$ cat config.mk
export PLATFORM = sky130hd
export DESIGN_NAME = tdc_ring_consumer
export DESIGN_NICKNAME = d
export VERILOG_FILES = /design/src/rtl/tdc_pkg.sv /design/src/rtl/tdc_ctx_bank.sv /design/src/rtl/tdc_rr_arb.sv /design/src/rtl/tdc_walker.sv /design/src/rtl/tdc_ring_consumer.sv
export SDC_FILE = /design/constraint.sdc
export NUM_CORES = 1
export LEC_CHECK = 0
export CAP_MARGIN = 10
export CORE_UTILIZATION = 25
export CTS_BUF_LIST = sky130_fd_sc_hd__clkbuf_4 sky130_fd_sc_hd__clkbuf_8 sky130_fd_sc_hd__clkbuf_16
export DETAILED_ROUTE_END_ITERATION = 8
export DONT_BUFFER_PORTS = 1
export MAX_ROUTING_LAYER = met4
export SETUP_SLACK_MARGIN = 0.05
export SLEW_MARGIN = 40
export SYNTH_ARGS = -nofsm -noshare
export SYNTH_HDL_FRONTEND = slang
export SYNTH_SLANG_ARGS = --single-unit
export TNS_END_PERCENT = 30
$ cat constraint.sdc
create_clock -name clk -period 9.35 [get_ports clk]
set_input_delay 1.4025 -clock clk [delete_from_list [all_inputs] [get_ports clk]]
set_output_delay 1.4025 -clock clk [all_outputs]
set_load 0.05 [all_outputs]
$ cat src/rtl/tdc_pkg.sv
package tdc_pkg;
  localparam int ELEM_W   = 128;
  localparam int ELEM_SH  = 4;
  localparam int CHAIN_BT = 0;

  typedef struct packed {
    logic [31:0] rsvd;
    logic [15:0] ctrl;
    logic [15:0] len;
    logic [63:0] buf_addr;
  } tdc_elem_t;

  typedef enum logic [1:0] {
    W_IDLE = 2'd0,
    W_REQ  = 2'd1,
    W_RSP  = 2'd2,
    W_CPL  = 2'd3
  } walk_state_e;
endpackage

$ cat src/rtl/tdc_ctx_bank.sv
module tdc_ctx_bank #(
  parameter int NCH = 4,
  parameter int IW  = 8,
  parameter int AW  = 64,
  localparam int CHW = (NCH > 1) ? $clog2(NCH) : 1
) (
  input  logic                     clk,
  input  logic                     rst_n,
  input  logic                     cfg_we,
  input  logic [CHW-1:0]           cfg_ch,
  input  logic [AW-1:0]            cfg_base,
  input  logic [IW-1:0]            cfg_size,
  input  logic                     db_valid,
  input  logic [CHW-1:0]           db_ch,
  input  logic [IW-1:0]            db_wp,
  input  logic                     adv,
  input  logic [CHW-1:0]           adv_ch,
  output logic [NCH-1:0][AW-1:0]   base_a,
  output logic [NCH-1:0][IW-1:0]   rp_a,
  output logic [NCH-1:0][IW-1:0]   wp_a,
  output logic [NCH-1:0]           nonempty
);
  logic [NCH-1:0][IW-1:0] size_a;

  for (genvar i = 0; i < NCH; i++) begin : g_ch
    logic hit_cfg, hit_db, hit_adv;
    logic [IW-1:0] rp_inc;
    assign hit_cfg = cfg_we   && (cfg_ch == CHW'(i));
    assign hit_db  = db_valid && (db_ch  == CHW'(i));
    assign hit_adv = adv      && (adv_ch == CHW'(i));
    assign rp_inc  = (rp_a[i] == size_a[i] - IW'(1)) ? '0 : rp_a[i] + IW'(1);

    always_ff @(posedge clk or negedge rst_n) begin
      if (!rst_n) begin
        base_a[i] <= '0;
        size_a[i] <= IW'(2);
        rp_a[i]   <= '0;
        wp_a[i]   <= '0;
      end else if (hit_cfg) begin
        base_a[i] <= cfg_base;
        size_a[i] <= cfg_size;
        rp_a[i]   <= '0;
        wp_a[i]   <= '0;
      end else begin
        if (hit_adv) rp_a[i] <= rp_inc;
        if (hit_db)  wp_a[i] <= db_wp;
      end
    end

    assign nonempty[i] = (rp_a[i] != wp_a[i]);
  end
endmodule

$ cat src/rtl/tdc_rr_arb.sv
module tdc_rr_arb #(
  parameter int NCH = 4,
  localparam int CHW = (NCH > 1) ? $clog2(NCH) : 1
) (
  input  logic           clk,
  input  logic           rst_n,
  input  logic [NCH-1:0] req,
  input  logic           take,
  output logic           any,
  output logic [CHW-1:0] gnt
);
  logic [CHW-1:0] last_q;

  always_comb begin
    any = 1'b0;
    gnt = '0;
    for (int off = 1; off <= NCH; off++) begin
      int k;
      k = int'(last_q) + off;
      if (k >= NCH) k = k - NCH;
      if (!any && req[k]) begin
        any = 1'b1;
        gnt = CHW'(k);
      end
    end
  end

  always_ff @(posedge clk or negedge rst_n) begin
    if (!rst_n)    last_q <= CHW'(NCH - 1);
    else if (take) last_q <= gnt;
  end
endmodule

$ cat src/rtl/tdc_walker.sv
module tdc_walker
  import tdc_pkg::*;
#(
  parameter int NCH = 4,
  parameter int IW  = 8,
  parameter int AW  = 64,
  localparam int CHW = (NCH > 1) ? $clog2(NCH) : 1,
  localparam int BW  = 16 + IW
) (
  input  logic              clk,
  input  logic              rst_n,
  input  logic              any_pend,
  input  logic [CHW-1:0]    gnt_ch,
  output logic              take,
  output logic [CHW-1:0]    ch_o,
  input  logic [AW-1:0]     cur_base,
  input  logic [IW-1:0]     cur_rp,
  input  logic [IW-1:0]     cur_wp,
  output logic              req_valid,
  input  logic              req_ready,
  output logic [AW-1:0]     req_addr,
  input  logic              rsp_valid,
  output logic              rsp_ready,
  input  logic [ELEM_W-1:0] rsp_data,
  output logic              adv,
  output logic              cpl_valid,
  input  logic              cpl_ready,
  output logic [IW-1:0]     cpl_elems,
  output logic [BW-1:0]     cpl_bytes
);
  walk_state_e st_q;
  logic [CHW-1:0] ch_q;
  logic [IW-1:0]  cnt_q;
  logic [BW-1:0]  bytes_q;
  tdc_elem_t      elem;
  logic           chain;

  assign elem  = tdc_elem_t'(rsp_data);
  assign chain = elem.ctrl[CHAIN_BT];

  assign take      = (st_q == W_IDLE) && any_pend;
  assign ch_o      = ch_q;
  assign req_valid = (st_q == W_REQ) && (cur_rp != cur_wp);
  assign req_addr  = cur_base + AW'({cur_rp, {ELEM_SH{1'b0}}});
  assign rsp_ready = (st_q == W_RSP);
  assign adv       = (st_q == W_RSP) && rsp_valid;
  assign cpl_valid = (st_q == W_CPL);
  assign cpl_elems = cnt_q;
  assign cpl_bytes = bytes_q;

  always_ff @(posedge clk or negedge rst_n) begin
    if (!rst_n) begin
      st_q    <= W_IDLE;
      ch_q    <= '0;
      cnt_q   <= '0;
      bytes_q <= '0;
    end else begin
      unique case (st_q)
        W_IDLE: if (any_pend) begin
          ch_q    <= gnt_ch;
          cnt_q   <= '0;
          bytes_q <= '0;
          st_q    <= W_REQ;
        end
        W_REQ: if (req_valid && req_ready) st_q <= W_RSP;
        W_RSP: if (rsp_valid) begin
          cnt_q   <= cnt_q + IW'(1);
          bytes_q <= bytes_q + BW'(elem.len);
          st_q    <= chain ? W_REQ : W_CPL;
        end
        W_CPL: if (cpl_ready) st_q <= W_IDLE;
        default: st_q <= W_IDLE;
      endcase
    end
  end
endmodule

$ cat src/rtl/tdc_ring_consumer.sv
module tdc_ring_consumer
  import tdc_pkg::*;
#(
  parameter int NCH = 4,
  parameter int IW  = 8,
  parameter int AW  = 64,
  localparam int CHW = (NCH > 1) ? $clog2(NCH) : 1,
  localparam int BW  = 16 + IW
) (
  input  logic              clk,
  input  logic              rst_n,
  input  logic              cfg_we,
  input  logic [CHW-1:0]    cfg_ch,
  input  logic [AW-1:0]     cfg_base,
  input  logic [IW-1:0]     cfg_size,
  input  logic              db_valid,
  input  logic [CHW-1:0]    db_ch,
  input  logic [IW-1:0]     db_wp,
  output logic              rd_req_valid,
  input  logic              rd_req_ready,
  output logic [AW-1:0]     rd_req_addr,
  input  logic              rd_rsp_valid,
  output logic              rd_rsp_ready,
  input  logic [ELEM_W-1:0] rd_rsp_data,
  output logic              cpl_valid,
  input  logic              cpl_ready,
  output logic [CHW-1:0]    cpl_ch,
  output logic [IW-1:0]     cpl_elems,
  output logic [BW-1:0]     cpl_bytes,
  output logic [IW-1:0]     cpl_next_rp
);
  logic [NCH-1:0][AW-1:0] base_a;
  logic [NCH-1:0][IW-1:0] rp_a, wp_a;
  logic [NCH-1:0]         nonempty;
  logic                   any_pend, take, adv;
  logic [CHW-1:0]         gnt, ch_sel;

  tdc_ctx_bank #(.NCH(NCH), .IW(IW), .AW(AW)) u_ctx (
    .clk(clk), .rst_n(rst_n),
    .cfg_we(cfg_we), .cfg_ch(cfg_ch), .cfg_base(cfg_base), .cfg_size(cfg_size),
    .db_valid(db_valid), .db_ch(db_ch), .db_wp(db_wp),
    .adv(adv), .adv_ch(ch_sel),
    .base_a(base_a), .rp_a(rp_a), .wp_a(wp_a), .nonempty(nonempty)
  );

  tdc_rr_arb #(.NCH(NCH)) u_arb (
    .clk(clk), .rst_n(rst_n), .req(nonempty), .take(take),
    .any(any_pend), .gnt(gnt)
  );

  tdc_walker #(.NCH(NCH), .IW(IW), .AW(AW)) u_walk (
    .clk(clk), .rst_n(rst_n),
    .any_pend(any_pend), .gnt_ch(gnt), .take(take), .ch_o(ch_sel),
    .cur_base(base_a[ch_sel]), .cur_rp(rp_a[ch_sel]), .cur_wp(wp_a[ch_sel]),
    .req_valid(rd_req_valid), .req_ready(rd_req_ready), .req_addr(rd_req_addr),
    .rsp_valid(rd_rsp_valid), .rsp_ready(rd_rsp_ready), .rsp_data(rd_rsp_data),
    .adv(adv),
    .cpl_valid(cpl_valid), .cpl_ready(cpl_ready),
    .cpl_elems(cpl_elems), .cpl_bytes(cpl_bytes)
  );

  assign cpl_ch      = ch_sel;
  assign cpl_next_rp = rp_a[ch_sel];
endmodule

==> results of run 1 <==
-- per-stage QoR --
stage / instance area [um2] / instances / setup slack (ns) / total power [mW]
after floorplan: 21100 / 2027 / 3.10 / 5.27
after global placement: 22400 / 3091 / 2.76 / 6.05
after detailed placement: 22700 / 3092 / 3.01 / 6.19
after CTS: 24400 / 3182 / 2.36 / 8.23
after global routing: 24400 / 3182 / 2.26 / 8.56
final: 24400 / 3183 / 2.49 / 8.12
-- kinds of logic (layout without fill, tap and decap cells) --
family | count (synthesis) | count (layout)
muxes | 261 | 261
buffers and inverters | 148 | 169
adders and majority gates | 35 | 35
DFF | 390 | 390
other | 0 | 1
and+or+nand+nor | 842 | 842
xor gates and xnor gates | 149 | 149
AOI/OAI and AO/OA | 202 | 202
-- placed cells by master (no fill, tap or decap), types with 39 or more instances in the layout --
master     netlist  layout
nand2_1        529     529
o21ai_0         62      62
xnor2_1        102      79
clkbuf_16        0      48
dfrtp_1        384     382
xor2_1          46      39
nand3_1         50      49
nor2_1          99      96
mux2_2         144     144
mux4_2          68      68
-- worst max-delay path by stage --
| stage | slack, ns | to |
|---|---|---|
| global route | 2.26 | rd_req_addr[35] |
| CTS | 2.36 | rd_req_addr[43] |
| finish | 2.49 | rd_req_addr[43] |
| global placement | 2.76 | rd_req_addr[43] |
| floorplan | 3.10 | rd_req_addr[31] |
| detailed placement | 3.01 | rd_req_addr[43] |
-- registers in the layout, indices dropped and copies added (netlist names) --
| signal | cells |
|---|---|
| u_ctx.base_a | 256 |
| u_ctx.rp_a | 32 |
| u_ctx.size_a | 32 |
| u_ctx.wp_a | 32 |
| u_walk.cpl_bytes | 24 |
| u_walk.cpl_elems | 8 |
| u_arb.last_q | 2 |
| u_walk.ch_o | 2 |
| u_walk.st_q | 2 |
-- layout make-up --
class                   instances  area (um2)  share of cell area [%]
well taps                    1134        1420                    5.81
diodes                          1        2.50                  0.0103
flip-flops and latches        390        9770                    40.0
repair buffers                 43         354                    1.45
inverters                      36         135                   0.554
multi-input cells            1489       11000                    45.1
clock buffers                  69        1430                    5.87
clock inverters                21         277                    1.13
-- power groups by stage --
stage / registers [mW] / logic (mW) / clock network (mW)
6_report: 2.46 / 3.67 / 2.00
2_1_floorplan: 2.33 / 2.94 / 0
5_1_grt: 2.51 / 3.92 / 2.13
4_1_cts: 2.46 / 3.71 / 2.07
3_3_place_gp: 2.51 / 3.54 / 0
3_5_place_dp: 2.49 / 3.70 / 0
-- worst max-delay path, delay by kind of cell, from the launching register on --
kind / cells / cell delay, ns
buffers and inverters: 1 / 0.62
and+or+nand+nor: 3 / 1.05
muxes: 1 / 0.67
DFF: 1 / 0.59
AOI/OAI and AO/OA: 3 / 0.91
adders and majority gates: 1 / 0.45
xor gates and xnor gates: 1 / 0.55
-- routing by layer --
layer | share of wire (%) | wire length (um) | vias up
li1 | - | - | 7024
met1 | 45 | 27200 | 7558
met2 | 46 | 27900 | 392
met3 | 7.2 | 4420 | 81
met4 | 2.4 | 1480 | 0
met5 | 0 | 0 | -
==> impl_metrics.toml, run 1 <==
[synthesis]
syn-instance-count = 2027
yosys_warnings = 0
synthArstFlopShare_pct = 100
synthAdderAreaFrac_pct = 2.14
yosysTopAreaCellShare_pct = 45.4
yosys-top-cells-count = "nand2_1, dfrtp_1, mux2_2"
yosysUniqueCellTypes = 83
yosysMostFrequentCell = "nand2_1"
synth-compound-area-share_pct = 6.43
syn_nets = 2281
yosys.area.top_type = "dfrtp_1"
synth-simple-area-share_pct = 17.7
synth_top_family_by_area = "multiplexers"
synthMuxAreaShare_pct = 18.2
syn-cell-area_um2 = 21100
synth_area_per_cell_um2 = 10.4
synth_area_leaders = "dfrtp_1, nand2_1, mux2_2"
seq_area_frac_synth_pct = 46.2
synthFlopType = "dfrtp_1"
synth_edf_count = 0
synth_xor_area_share_pct = 6.21
ys_seq_elements = 390

[setup_path]
crit_fanout = 34
path_cells = "buf_4 > mux4_2 > ha_1 > o21a_1 > o311a_1 > o2111a_1 > nand3_1 > nor2_1 > nand4_1 > xnor2_2"
reg2reg_depth = 7
r2r-start = "u_walk.st_q[1]"
required_ns = 7.95
crit_path_end_kind = "output port"
crit_arrival_ns = 5.46
crit_path_max_incr_delay_ns = 0.67
slowest_stage = "mux4_2"
r2r_setup_slack_ns = 6.00
path_class = "reg2out"
crit_start = "u_walk.ch_o[1]"
r2r_end = "u_ctx.rp_a[5]"
start_kind = "flop"

[power]
p_int_mw = 4.50
p_switching_mw = 3.63
peakVddDrop_v = 0.000264
swShare_pct = 44.6
cellLeakagePower_nw = 10.8
power_density_nw_per_um2 = 333
power_frac_seq_pct = 30.2
combPwrFrac_pct = 45.2
power_frac_clock_pct = 24.6

[timing]
rsz0062_at_grt = "false"
fmax_ghz = 0.146
tightest_slew_ns = 1.02
slew_headroom_pct = 32.1
finalClockSkew_ns = 0.0135
whs_ns = 0.467
drv_slew = 0
fin_crit_sh_pct = 73.3
hold_violations = 0
setup_violations = 0
period_needed_ns = 6.86
finalSetupTns_ns = 0

[finish]
nFillCells = 8583
layout.nets = 2262
drive_gt1_share_pct = 20.6
syn2layout_area_growth_pct = 15.4
utilization_pct = 29.2

[floorplanning]
start_util_pct = 25.3
rows = 106
core-area_um2 = 83700
die_w_um = 293
die_y_um = 293
io-pin-count = 328
die_area_um2 = 85800

[clock_tree]
cts_setup_buffers = 0
holdBufCountCts = 0
worstSkewPairLatency_ns = 0.59
cts-root-buf = "clkbuf_16"
tritoncts = "yes"
cts_buffer_depth = 3
cts-resized-gates = 0
htree_num_levels = 2
cts_num_sinks = 390
clkSlewWorstSetupHoldPaths_ns = 0.06
cts-buffers-inserted = 48

[drt]
drt_iter0_markers = 975
vias = 15055
wirelength_mm = 61.1
detail-route-antenna-nets = 0
vias_per_cell = 4.73
drc = 0
post_drt_wl_per_cell_um = 19.2
drtPass1Iterations = 5

[flow_run]
cap_violations = 0

[grt]
top_usage_layer = "met2"
grt_pass1_vias = 15174
grt_start_max_net_pins = 391
met1_usage_pct = 18.9
grt_pass1_wl_mm = 94.1
grt_use_total_pct = 14.6
grt-ovfl-total = 0
antenna_found_initial = 0
met2_usage_pct = 22.4
use_met3_pct = 3.86

[hold_path]
whs_path_depth = 2
hold_class = "reg2reg"
timing.hold.worst.start = "u_ctx.base_a[215]"
min_to = "u_ctx.base_a[215]"

[placed_design]
place.gp.congestion = 0.829
dpl.hpwl_mm = 40.5
port-buffer-count = 0

[run_status]
status = "complete, no violations"
Power figures use the tool's default switching activity.
==> run 2: changes to the inputs <==
- ABC_AREA: not set -> 1
- clock period: 9.35 -> 5.67 ns (I/O delays scaled with it)
==> run 2 against run 1 <==
  * Combinational power rose by 87%
  * Die area rose by 7.1%
  * Clock-buffer cell count rose by 1
  * Sequential power rose by 58%
  * Register-to-register slack got worse by 3.5 ns
  * Clock power rose by 66%
  * Synthesized cell count rose by 54%
  * Sequential share of layout area fell by 3.2 points
  * Flip-flop and latch count did not move
  * Critical endpoint is now rd_req_addr[62]
  * Largest power group unchanged
==> impl_metrics.toml, run 2 <==
[timing]
tightest_slew_ns = 1.25
period_needed_ns = 5.46
fin_crit_sh_pct = 96.2
finalClockSkew_ns = 0.0254
hold_violations = 0
drv_slew = 0
rsz0062_at_grt = "true"
fmax_ghz = 0.183
whs_ns = 0.107
setup_violations = 0
finalSetupTns_ns = 0
layout_setup_ws_ns = 0.213
slew_headroom_pct = 16.5

[power]
peakVddDrop_v = 0.000662
finalPower_mw = 14.0
cellLeakagePower_nw = 12.9
power_density_nw_per_um2 = 529

[grt]
grt_start_max_net_pins = 391
grt_pass1_wl_mm = 115
grt-ovfl-total = 0
grt_pass1_vias = 19078
antenna_found_initial = 5
grt_use_total_pct = 16.8

[finish]
finalInstanceArea_um2 = 26600
utilization_pct = 29.5
mostFrequentLayoutCell = "nand2_1"
layout.nets = 3409
final_cells = 4376
nFillCells = 9666
syn2layout_area_growth_pct = 17.1
mostFrequentLayoutCells = "nand2_1, dfrtp_1, inv_1, o21ai_0, nor2_1"
drive_gt1_share_pct = 9.39
largest_reg_flops = 256
largest_register = "u_ctx.base_a"

[floorplanning]
io-pin-count = 328
start_util_pct = 25.2
die_y_um = 303
die_w_um = 303
rows = 110
die_area_um2 = 91900
core-area_um2 = 89900

[placed_design]
preCtsSetupSlack_ns = 0.508
dpl.hpwl_mm = 55.2
port-buffer-count = 0
place.gp.congestion = 0.950
place_inst = 4277
post_dp_cell_area_um2 = 24700

[setup_path]
crit_end = "rd_req_addr[62]"
required_ns = 4.82
r2r_setup_slack_ns = 2.48
path_class = "reg2out"
cp_common_cell = "nand2_1"
crit_arrival_ns = 4.61
path_cells = "buf_4 > nor2_4 > nand2_1 > nand2_1 > nor2_1 > inv_1 > ha_2 > inv_1 > fa_1 > o31ai_4 > nand2_1 > nand2_1 > nand3_2 > nor4_1 > nand3_1 > nand2_1 > buf_12"
crit_path_end_kind = "output port"
r2r_end = "u_walk.st_q[1]"
crit_path_max_incr_delay_ns = 0.60
reg2reg_depth = 17
crit_fanout = 14
start_kind = "flop"
slowest_stage = "nor4_1"
r2r-start = "u_walk.ch_o[0]"
crit_start = "u_walk.ch_o[0]"

[drt]
post_drt_wl_per_cell_um = 17.6
drc = 0
drtPass1Iterations = 6
wirelength_mm = 76.8
vias = 20406
drt_iter0_markers = 1810
vias_per_cell = 4.66
detail-route-antenna-nets = 0

[synthesis]
synth_edf_count = 0
yosys.area.top_type = "dfrtp_1"
yosysMostFrequentCell = "nand2_1"
yosysUniqueCellTypes = 52
yosysTopAreaCellShare_pct = 42.4
synth_area_leaders = "dfrtp_1, nand2_1, o21ai_0"
ys_seq_elements = 390
syn_nets = 3385
yosys-top-cells-count = "nand2_1, dfrtp_1, inv_1"
yosys_warnings = 0
syn-cell-area_um2 = 22700
synthArstFlopShare_pct = 100
synth_area_per_cell_um2 = 7.24
syn-instance-count = 3131
synthFlopType = "dfrtp_1"
seq_area_frac_synth_pct = 43.1

[clock_tree]
cts-buffers-inserted = 49
cts_num_sinks = 390
clkSlewWorstSetupHoldPaths_ns = 0.06
cts_buffer_depth = 3
worstSkewPairLatency_ns = 0.61
cts-root-buf = "clkbuf_16"
htree_num_levels = 2
tritoncts = "yes"

[run_status]
status = "complete, no violations"

[flow_run]
cap_violations = 0

[hold_path]
hold_class = "in2async"
## run 2: logic make-up (layout without fill, tap and decap cells)
group	after synthesis	count (layout)	share of synthesized area, %
buffers and inverters	510	573	9.14
AO/OA/AOI/OAI	543	543	13.0
AND/OR/NAND/NOR	1543	1543	28.6
other	0	6	0
flip-flops	390	390	43.1
XOR/XNOR	110	110	4.25
adder cells (fa/ha/maj)	35	35	2.00
## run 2: area by class of cell
class | instances | area (um2) | area share (%)
clock buffer | 70 | 1430 | 5.38
sequential | 390 | 9770 | 36.8
antenna | 6 | 15.0 | 0.0566
inverter | 382 | 1440 | 5.42
clock inverter | 20 | 292 | 1.10
tap | 1176 | 1470 | 5.54
timing repair buffer | 101 | 1210 | 4.57
multi-input combinational | 2231 | 10900 | 41.1
## run 2: power by group
group          leakage [nW]  switching [mW]  internal (mW)  total [mW]
registers              4.94           0.612           3.27        3.88
clock network         0.853            1.32           2.00        3.32
logic                  7.08            4.81           2.04        6.85
## run 2: worst min path at each step
stage,to,cells after the start,slack [ns]
after global placement,u_ctx.base_a[161],2,0.46
after CTS,u_ctx.base_a[224],0,-0.07
after detailed placement,u_ctx.base_a[161],2,0.47
final,u_ctx.size_a[17],0,0.11
after global routing,u_ctx.size_a[17],0,0.07
after floorplan,u_ctx.base_a[140],2,0.45
## run 2: worst max-delay path: cells and delay by family (launching register included)
family	cells	cell delay, ns
simple gates	10	1.82
fa+ha+maj	2	0.73
buf+inv	4	0.58
flops	1	0.51
compound gates	1	0.36
## run 2: metal layers
metal	routed length (um)	global-route usage, %	up-vias
li1	-	-	10032
met1	34900	22.5	9590
met2	34700	26.0	674
met3	5640	3.48	110
met4	1650	4.10	0
met5	0	-	-
## run 2: timing repair
action	4_1_cts	5_1_grt
setup endpoints to repair	7	21
resized for setup	4	7
buffers inserted	0	0
endpoints found under the hold margin	384	93
==> run 3: changes to the inputs <==
- CAP_MARGIN: 10 -> 20
- CORE_UTILIZATION: 25 -> 30
==> run 3 against run 2 <==
  * Maximum frequency grew 0.65%
  * First-iteration DRC count down 4.1%
  * Sequential share of layout area grew 0.49 points
  * Clock power barely moved
  * Sequential power hardly changed
  * Global-route usage rose by 2.6 points
  * Combinational power down 2%
  * The run now ends with negative hold slack left
  * Via count fell by 0.37%
  * Critical endpoint is now rd_req_addr[48]
  * Register-to-register slack improved by 0.17 ns
  * Utilization is 5.6 points higher
  * Highest routed layer unchanged
==> impl_metrics.toml, run 3 (synthesis gave the netlist of run 2 again) <==
[run_status]
status = "finished, violations left"
violations = "negative hold slack"

[floorplanning]
io-pin-count = 328
start_util_pct = 30.4
die_area_um2 = 76700
core-area_um2 = 74600
die_y_um = 277
die_w_um = 277
rows = 100

[drt]
detail-route-antenna-nets = 0
vias = 20331
post_drt_wl_per_cell_um = 17.6
vias_per_cell = 4.89
wirelength_mm = 73.0
drtPass1Iterations = 5
drc = 0
drt_iter0_markers = 1736

[flow_run]
cap_violations = 0

[setup_path]
crit_path_max_incr_delay_ns = 0.50
cp_common_cell = "nand2_1"
crit_end = "rd_req_addr[48]"
r2r_setup_slack_ns = 2.65
crit_cells = 19
worst-path-buf-inv = 4
path_cells = "buf_4 > nor2_4 > nand2_1 > nand2_1 > nor2_1 > inv_1 > ha_1 > inv_1 > fa_1 > o31ai_4 > nand2_1 > nand2_1 > nand3_2 > nor2_2 > nand3_1 > nor2_2 > nand2_1 > xor2_2 > buf_4"
crit_path_end_kind = "output port"
reg2reg_depth = 15
crit_start = "u_walk.ch_o[1]"
required_ns = 4.82
start_kind = "flop"
r2r-start = "u_walk.ch_o[1]"
cpLargestDelayFamily = "simple AND/OR/NAND/NOR gates"
crit_fanout = 7
path_class = "reg2out"
r2r_end = "u_walk.st_q[1]"
slowest_stage = "dfrtp_2"
crit_arrival_ns = 4.57

[clock_tree]
tritoncts = "yes"
clkSlewWorstSetupHoldPaths_ns = 0.06
cts-buffers-inserted = 48
cts_buffer_depth = 3
cts-root-buf = "clkbuf_16"
htree_num_levels = 2
worstSkewPairLatency_ns = 0.61
cts_num_sinks = 390

[power]
peakVddDrop_v = 0.000572
cellLeakagePower_nw = 12.9
combPwrFrac_pct = 48.1
finalPower_mw = 13.9
power_frac_clock_pct = 23.8
p_int_mw = 7.33
power_frac_seq_pct = 28.1
power_density_nw_per_um2 = 531
p_switching_mw = 6.57
swShare_pct = 47.3

[timing]
period_needed_ns = 5.42
whs_ns = -0.0558
fin_crit_sh_pct = 95.6
finalSetupTns_ns = 0
finalClockSkew_ns = 0.0357
fmax_ghz = 0.184
layout_setup_ws_ns = 0.248
drv_slew = 0
tightest_slew_ns = 1.48
slew_headroom_pct = 1.05
setup_violations = 0
rsz0062_at_grt = "true"
hold_violations = 15

[grt]
grt_pass1_vias = 18938
grt_use_total_pct = 19.4
grt-ovfl-total = 0
antenna_found_initial = 1
grt_start_max_net_pins = 391
grt_pass1_wl_mm = 113

[placed_design]
place.gp.congestion = 0.955
preCtsSetupSlack_ns = 0.456
dpl.hpwl_mm = 52.5
port-buffer-count = 0

[finish]
utilization_pct = 35.1
largest_register = "u_ctx.base_a"
drive_gt1_share_pct = 9.09
nFillCells = 7890
mostFrequentLayoutCells = "nand2_1, dfrtp_1, inv_1, o21ai_0, nor2_1"
largest_reg_flops = 256
layout.nets = 3407
syn2layout_area_growth_pct = 15.6
mostFrequentLayoutCell = "nand2_1"

[hold_path]
hold_class = "in2async"
==> run 3: cell types whose count changed in the layout (fill, tap and decap cells not counted), sizes merged <==
cell and change:
diode -5, bufinv +1, clkinvlp -2, buf -1, clkbuf -4, inv -3, clkinv +5
==> run 3: how the worst min path moves through the flow <==
stage | endpoint | slack (ns) | cells past startpoint
2_1_floorplan | u_ctx.base_a[140] | 0.45 | 2
3_3_place_gp | u_ctx.base_a[88] | 0.46 | 2
3_5_place_dp | u_ctx.base_a[159] | 0.47 | 2
4_1_cts | u_ctx.base_a[192] | -0.08 | 0
5_1_grt | u_ctx.base_a[192] | -0.08 | 0
6_report | u_ctx.base_a[192] | -0.06 | 0
==> run 3: worst reg2reg max path, stage by stage (launching register included) <==
cell     delay [ns]
dfrtp_2        0.50
buf_4          0.27
nor2_4         0.16
buf_4          0.22
buf_4          0.44
nand2_1        0.16
nand4_1        0.14
nand2_1        0.07
nand2_1        0.06
nand2_1        0.06
nor2_1         0.39
nand2_1        0.12
nand2_1        0.10
a21oi_1        0.07
nand3_1        0.08
nand2_1        0.06
==> run 3: per-layer routing <==
metal,wire length (um),GRT usage [%]
met2,33000,30.0
met1,33400,26.1
met5,0,-
met3,4620,3.13
met4,1950,5.78
==> run 3: power groups by stage <==
stage / Sequential [mW] / Combinational, mW / Clock [mW]
floorplan: 3.75 / 4.43 / 0
global placement: 3.93 / 6.61 / 0
detailed placement: 3.94 / 6.64 / 0
CTS: 3.90 / 6.69 / 3.38
global route: 3.97 / 7.21 / 3.49
finish: 3.90 / 6.69 / 3.31
==> run 3: stage by stage <==
stage | instance area (um2) | std cells | hold WS, ns
after floorplan | 22700 | 3131 | 0.453
after global placement | 24400 | 4069 | 0.465
after detailed placement | 24400 | 4070 | 0.473
after CTS | 26200 | 4159 | -0.0842
after global routing | 26200 | 4159 | -0.0767
final | 26200 | 4160 | -0.0558
==> run 3: final cells by class <==
cell class / instances / area [um2] / share of cell area (%)
Sequential cell: 390 / 9770 / 37.3
Clock inverter: 21 / 317 / 1.21
Multi-Input combinational cell: 2231 / 10900 / 41.6
Inverter: 382 / 1440 / 5.51
Tap cell: 969 / 1210 / 4.63
Antenna cell: 1 / 2.50 / 0.00955
Timing Repair Buffer: 100 / 1160 / 4.42
Clock buffer: 66 / 1400 / 5.34
==> run 3: repair_timing <==
item                                    CTS  global route
pin swaps                                 1             0
setup buffers                             2             0
hold endpoints to repair                384           265
endpoints found under the setup margin    8             7
resized for setup                         5             4
